`config.mk`:
```
export PLATFORM = sky130hd
export DESIGN_NAME = bus_xfer_reg
export DESIGN_NICKNAME = d
export VERILOG_FILES = /design/src/rtl/bxr_pkg.sv /design/src/rtl/bxr_edge_sync.sv /design/src/rtl/bxr_mode_dec.sv /design/src/rtl/bxr_stage_array.sv /design/src/rtl/bus_xfer_reg.sv
export SDC_FILE = /design/constraint.sdc
export NUM_CORES = 1
export LEC_CHECK = 0
export ABC_AREA = 1
export BUFFER_PORTS_ARGS = -buffer_cell sky130_fd_sc_hd__buf_2
export CORE_MARGIN = 2
export CORE_UTILIZATION = 30
export DETAILED_ROUTE_END_ITERATION = 12
export PLACE_DENSITY = 0.62
export REMOVE_ABC_BUFFERS = 1
export SYNTH_ARGS = -nofsm -noshare
export SYNTH_HDL_FRONTEND = slang
export SYNTH_SLANG_ARGS = --single-unit
```
`constraint.sdc`:
```
create_clock -name clk -period 1.1 [get_ports clk]
set_input_delay 0.275 -clock clk [delete_from_list [all_inputs] [get_ports clk]]
set_output_delay 0.275 -clock clk [all_outputs]
set_load 0.01 [all_outputs]
```
`src/rtl/bxr_pkg.sv`:
```
// Shared types for the bus transfer register.
package bxr_pkg;
    // Next-state selection for the storage stages.
    typedef enum logic [1:0] {
        OP_HOLD   = 2'd0,
        OP_LOAD_A = 2'd1,
        OP_LOAD_B = 2'd2,
        OP_SHIFT  = 2'd3
    } bxr_op_e;
endpackage

```
`src/rtl/bxr_edge_sync.sv`:
```
// Synchronises the slow register clock into the system clock domain and
// emits a one-cycle pulse per rising edge. Assumes reg_clk high and low
// phases each last at least two system cycles.
module bxr_edge_sync #(
    parameter int STAGES = 2
) (
    input  logic clk,
    input  logic rst_n,
    input  logic raw_in,
    output logic rise
);
    logic [STAGES-1:0] sync_q;
    logic              prev_q;

    // Synchroniser chain plus delayed copy for edge detection.
    always_ff @(posedge clk) begin
        if (!rst_n) begin
            sync_q <= '0;
            prev_q <= 1'b0;
        end else begin
            sync_q <= {sync_q[STAGES-2:0], raw_in};
            prev_q <= sync_q[STAGES-1];
        end
    end

    // Edge pulse from the synchronised level.
    assign rise = sync_q[STAGES-1] & ~prev_q;

    // an edge pulse never lasts two cycles.
    a_r2_single_pulse: assert property (@(posedge clk) disable iff (!rst_n)
        rise |=> !rise);
endmodule

```
`src/rtl/bxr_mode_dec.sv`:
```
// Decodes the control pins into a next-state operation and a fire strobe.
// Assumes the edge pulse is already in the system clock domain.
module bxr_mode_dec
    import bxr_pkg::*;
(
    input  logic    par_sel,
    input  logic    async_sel,
    input  logic    dir_a2b,
    input  logic    a_en,
    input  logic    edge_rise,
    output bxr_op_e op,
    output logic    fire
);
    // Pick the data source for the stages.
    always_comb begin
        if (!par_sel)
            op = OP_SHIFT;
        else if (!dir_a2b)
            op = OP_LOAD_B;
        else if (a_en)
            op = OP_LOAD_A;
        else
            op = OP_HOLD;
    end

    // Async loads only apply in parallel mode; serial always waits for an edge.
    assign fire = par_sel ? (async_sel | edge_rise) : edge_rise;
endmodule

```
`src/rtl/bxr_stage_array.sv`:
```
// The storage stages with per-bit next-state selection. Stage 0 takes the
// serial input; shifting moves data toward the highest stage.
module bxr_stage_array
    import bxr_pkg::*;
#(
    parameter int WIDTH = 8
) (
    input  logic             clk,
    input  logic             rst_n,
    input  bxr_op_e          op,
    input  logic             fire,
    input  logic             ser_in,
    input  logic [WIDTH-1:0] a_in,
    input  logic [WIDTH-1:0] b_in,
    output logic [WIDTH-1:0] q
);
    logic [WIDTH-1:0] nxt;

    // Per-stage multiplexer selecting hold, A, B or the neighbour below.
    for (genvar i = 0; i < WIDTH; i++) begin : g_stage
        logic shift_src;
        if (i == 0) begin : g_first
            assign shift_src = ser_in;
        end else begin : g_rest
            assign shift_src = q[i-1];
        end
        assign nxt[i] = (op == OP_LOAD_A) ? a_in[i] :
                        (op == OP_LOAD_B) ? b_in[i] :
                        (op == OP_SHIFT)  ? shift_src : q[i];
    end

    // Stage registers, updated only on a fire strobe.
    always_ff @(posedge clk) begin
        if (!rst_n)
            q <= '0;
        else if (fire)
            q <= nxt;
    end

    // a shift moves every stage up one and brings in the serial bit.
    a_r7_shift: assert property (@(posedge clk) disable iff (!rst_n)
        (fire && op == OP_SHIFT) |=>
            (q[0] == $past(ser_in)) && (q[WIDTH-1:1] == $past(q[WIDTH-2:0])));
    // in hold the stages keep their value whatever the buses carry.
    a_r5_hold: assert property (@(posedge clk) disable iff (!rst_n)
        (op == OP_HOLD) |=> $stable(q));
endmodule

```
`src/rtl/bus_xfer_reg.sv`:
```
// Eight-stage register between two buses with parallel, async parallel
// and serial modes. Assumes each bus's tri-state is resolved outside this
// block, using the separate input, output and output-enable signals.
module bus_xfer_reg
    import bxr_pkg::*;
#(
    parameter int WIDTH       = 8,
    parameter int SYNC_STAGES = 2
) (
    input  logic             clk,
    input  logic             rst_n,
    input  logic             reg_clk,
    input  logic             a_en,
    input  logic             async_sel,
    input  logic             dir_a2b,
    input  logic             par_sel,
    input  logic             ser_in,
    input  logic [WIDTH-1:0] a_in,
    output logic [WIDTH-1:0] a_out,
    output logic             a_oe,
    input  logic [WIDTH-1:0] b_in,
    output logic [WIDTH-1:0] b_out,
    output logic             b_oe,
    output logic             ser_out
);
    localparam int MSB = WIDTH - 1;

    logic             edge_rise;
    logic             fire;
    bxr_op_e          op;
    logic [WIDTH-1:0] q;

    bxr_edge_sync #(.STAGES(SYNC_STAGES)) u_sync (
        .clk    (clk),
        .rst_n  (rst_n),
        .raw_in (reg_clk),
        .rise   (edge_rise)
    );

    bxr_mode_dec u_dec (
        .par_sel   (par_sel),
        .async_sel (async_sel),
        .dir_a2b   (dir_a2b),
        .a_en      (a_en),
        .edge_rise (edge_rise),
        .op        (op),
        .fire      (fire)
    );

    bxr_stage_array #(.WIDTH(WIDTH)) u_stages (
        .clk    (clk),
        .rst_n  (rst_n),
        .op     (op),
        .fire   (fire),
        .ser_in (ser_in),
        .a_in   (a_in),
        .b_in   (b_in),
        .q      (q)
    );

    // Bus drivers: data always presented, enables follow direction and reset.
    assign a_out   = q;
    assign b_out   = q;
    assign b_oe    = rst_n & dir_a2b;
    assign a_oe    = rst_n & ~dir_a2b & a_en;
    assign ser_out = q[MSB];

    // the two buses are never driven together.
    always_comb begin
        a_r4_oe_exclusive: assert (!(a_oe && b_oe));
    end
    // both buses released during reset.
    always_comb begin
        if (!rst_n) a_r1_release: assert (!a_oe && !b_oe);
    end
    // a synchronous parallel setting without an edge leaves the stages alone.
    a_r2_no_edge_no_load: assert property (@(posedge clk) disable iff (!rst_n)
        (par_sel && !async_sel && !edge_rise) |=> $stable(q));
    // async parallel load from B lands after one system cycle.
    a_r3_async_from_b: assert property (@(posedge clk) disable iff (!rst_n)
        (par_sel && async_sel && !dir_a2b) |=> (b_out == $past(b_in)));
endmodule

```
==> summary.md <==
| Metric | Value |
|---|---|
| Status | `completed` |
| Drt drc | `0` |
| TritonCTS Sinks | `11` |
| Worst clock skew | `0.007657 ns` |
| H-tree levels | `1` |
| Critical Path RT | `0.82 ns` |
| Clk buf depth | `2` |
| Die Ht | `57.26 um` |
| CP Data Arrival Time | `0.77 ns` |
| Largest net degree at the start of global routing | `12` |
| Die width | `57.26 um` |
| 1st-iter DRT viols | `30` |
| Hold-critical path endpoint | `u_sync.sync_q[0]` |
| Slew headroom | `84.89%` |
| Placeable Area | `2734 um2` |
| Ant. Diodes | `0` |
| Met2 GRT Util | `24.79%` |
| Initial DRT Pass Iterations | `4` |
| Setup violators final | `0` |
| RSZ-0062 raised after global routing | `false` |
| Die area | `3278 um2` |
| CP Cell Sequence | `buf_2` |
| Final GP Congestion | `0.9039` |
| Hpwl dp | `1704 um` |
| Root buffer cell | `clkbuf_4` |
| Max Slew Vio Count | `0` |
| All-Layer GR Usage | `14.14%` |
| Crit share post-route | `94.89%` |
| Syn Inst Count | `143` |
| Layout cells sized above 1 | `32.97%` |
| I/O Buffers | `42` |
| CTS Buf Count | `3` |
| FF-to-FF path depth | `6` |
| R2R setup slack | `0.17 ns` |
| Ports | `43` |
| Initial antenna violation count | `0` |
| Worst IR Drop VDD | `641.1 uV` |
| Crit Path Max Fanout | `3` |
| Final wirelength | `2176 um` |
| Lkg Pwr | `0.6751 nW` |
| Vias in the first global route | `859` |
| Cells after DPL | `210` |
| CP endpoint kind | `primary output` |
| Reg-to-Reg End | `u_stages.q[1]` |
| Worst r2r src | `u_sync.sync_q[1]` |
| DR vias | `952` |
| Hold Buf Count CTS | `0` |
| Hold Path Depth | `3` |
| Synth warnings | `0` |
| Post-synthesis sequential area ratio | `25.88%` |
| Crit Path Class | `flip-flop to primary output` |
| Number of vias per cell | `4.469` |
| Global routing met1 resource utilization | `16.11%` |
| Netlist cell types | `14` |
| Critical-path top delay cell | `dfxtp_1` |
| Fin cells | `213` |
| Fmax | `958.0 MHz` |
| Buf+Inv Stages, Crit Path | `1` |
| Final ANT Viol Nets | `0` |
| Minimum hold slack | `0.1821 ns` |
| Initial Util | `31.12%` |
| M3 GR Usage | `4.308%` |
| CTS resizes | `0` |
| P per Cell Area | `1020 nW/um2` |
| Mapped Area | `850.8 um2` |
| CTS clk-pin slew, worst paths | `0.08 ns` |
| Synth Area per Inst | `5.950 um2` |
| Postcts setup bufs | `0` |
| Min Clock Period, post-route | `1.044 ns` |
| Final hold vios | `0` |
| Synth Register Bits | `11` |
| First-pass GRT wire length | `3539 um` |
| Critical path's largest stage delay | `0.35 ns` |
| Startpoint Class | `flip-flop` |
| Rows | `19` |
| Worst-margin pin slew | `0.2267 ns` |
| CTS tree | `built` |
| Hold WC Path Type | `input port to flip-flop` |
| Nets@finish | `207` |
| Hold Crit Start | `reg_clk` |
| Skew-Pair Late Insertion Delay | `0.28 ns` |
| GRT Residual Overflow | `0` |
| P&R area growth vs syn | `27.94%` |
| CP top delay family | `flip-flops` |
| Busiest grt layer | `met2` |
| Wire per inst | `10.22 um` |
| MaxCap Viol Count | `0` |
-- cells in the final DEF, fill, tap and decap left out --
| master | instances |
|---|---|
| nor2_1 | 25 |
| clkbuf_4 | 3 |
| nand4_1 | 8 |
| nor2_4 | 1 |
| dfxtp_2 | 1 |
| inv_2 | 2 |
| buf_12 | 1 |
| nand2_1 | 40 |
| inv_1 | 22 |
| nand3_4 | 1 |
| buf_4 | 6 |
| nand2_4 | 3 |
| clkbuf_1 | 1 |
| buf_2 | 42 |
| nand3_1 | 16 |
| dfxtp_1 | 10 |
-- layout make-up --
cell class / count / area, um2
sequential: 11 / 221.5
inverter: 24 / 90.09
timing repair buffer: 49 / 275.3
fill: 312 / 1645
tap: 31 / 38.79
multi-input combinational: 94 / 436.7
clock buffer: 4 / 26.28
-- logic make-up (layout without fill, tap and decap cells) --
logic type / count (synthesis) / count (layout) / share of synthesized area (%)
DFF: 11 / 11 / 25.88
buffers and inverters: 38 / 77 / 23.38
and+or+nand+nor: 94 / 94 / 50.74
-- power breakdown --
part / total [W] / internal (W) / switching [W]
clock: 0.000290 / 0.000141 / 0.000149
sequential: 0.000448 / 0.000430 / 0.0000180
combinational: 0.000373 / 0.000159 / 0.000214
total: 0.00111 / 0.000729 / 0.000381
-- state kept, by name (all words and copies together), names as in the netlist --
signal and count:
u_stages.q 8, u_sync.sync_q 2, u_sync.prev_q 1
-- cells in the mapped netlist --
| library cell | count | share of area, % |
|---|---|---|
| nand2_1 | 40 | 18 |
| nor2_1 | 25 | 11 |
| inv_1 | 22 | 9.7 |
| nand3_1 | 16 | 9.4 |
| buf_4 | 11 | 9.7 |
| dfxtp_1 | 11 | 26 |
| nand4_1 | 8 | 5.9 |
| buf_6 | 2 | 2.6 |
| inv_2 | 2 | 0.88 |
| nand2_4 | 2 | 2.6 |
| clkbuf_1 | 1 | 0.44 |
| nand2_2 | 1 | 0.74 |
| nand3_4 | 1 | 2.1 |
| nor2_4 | 1 | 1.3 |
-- layer usage --
layer | part of all wire [%] | wire length [um]
met5 | 0 | 0
met4 | 1.6 | 34
met3 | 7.4 | 162
met2 | 48 | 1052
met1 | 43 | 926
-- metrics by stage --
| step | cell area [um2] | total power [W] | utilization, % | worst slack (ns) | setup TNS [ns] |
|---|---|---|---|---|---|
| 2_1_floorplan | 742.0 | 0.0006490 | - | 0.2695 | 0 |
| 3_3_place_gp | 1064 | 0.0008331 | 38.90 | -0.08164 | -0.5525 |
| 3_5_place_dp | 1064 | 0.0008321 | 38.90 | -0.07432 | -0.5750 |
| 4_1_cts | 1090 | 0.001128 | 39.86 | 0.01639 | 0 |
| 5_1_grt | 1089 | 0.001193 | 39.82 | 0.005713 | 0 |
| 6_report | 1089 | 0.001110 | 39.82 | 0.05619 | 0 |
-- how the worst max path moves through the flow --
stage          depth (start not counted)       endpoint        startpoint
2_1_floorplan                          5  u_stages.q[0]  u_sync.sync_q[1]
3_3_place_gp                           7  u_stages.q[1]           par_sel
5_1_grt                                1       a_out[7]     u_stages.q[7]
6_report                               1       a_out[1]     u_stages.q[1]
4_1_cts                                4           a_oe           dir_a2b
3_5_place_dp                           7  u_stages.q[4]           par_sel
Note: power is estimated with default switching activity, not from simulation.
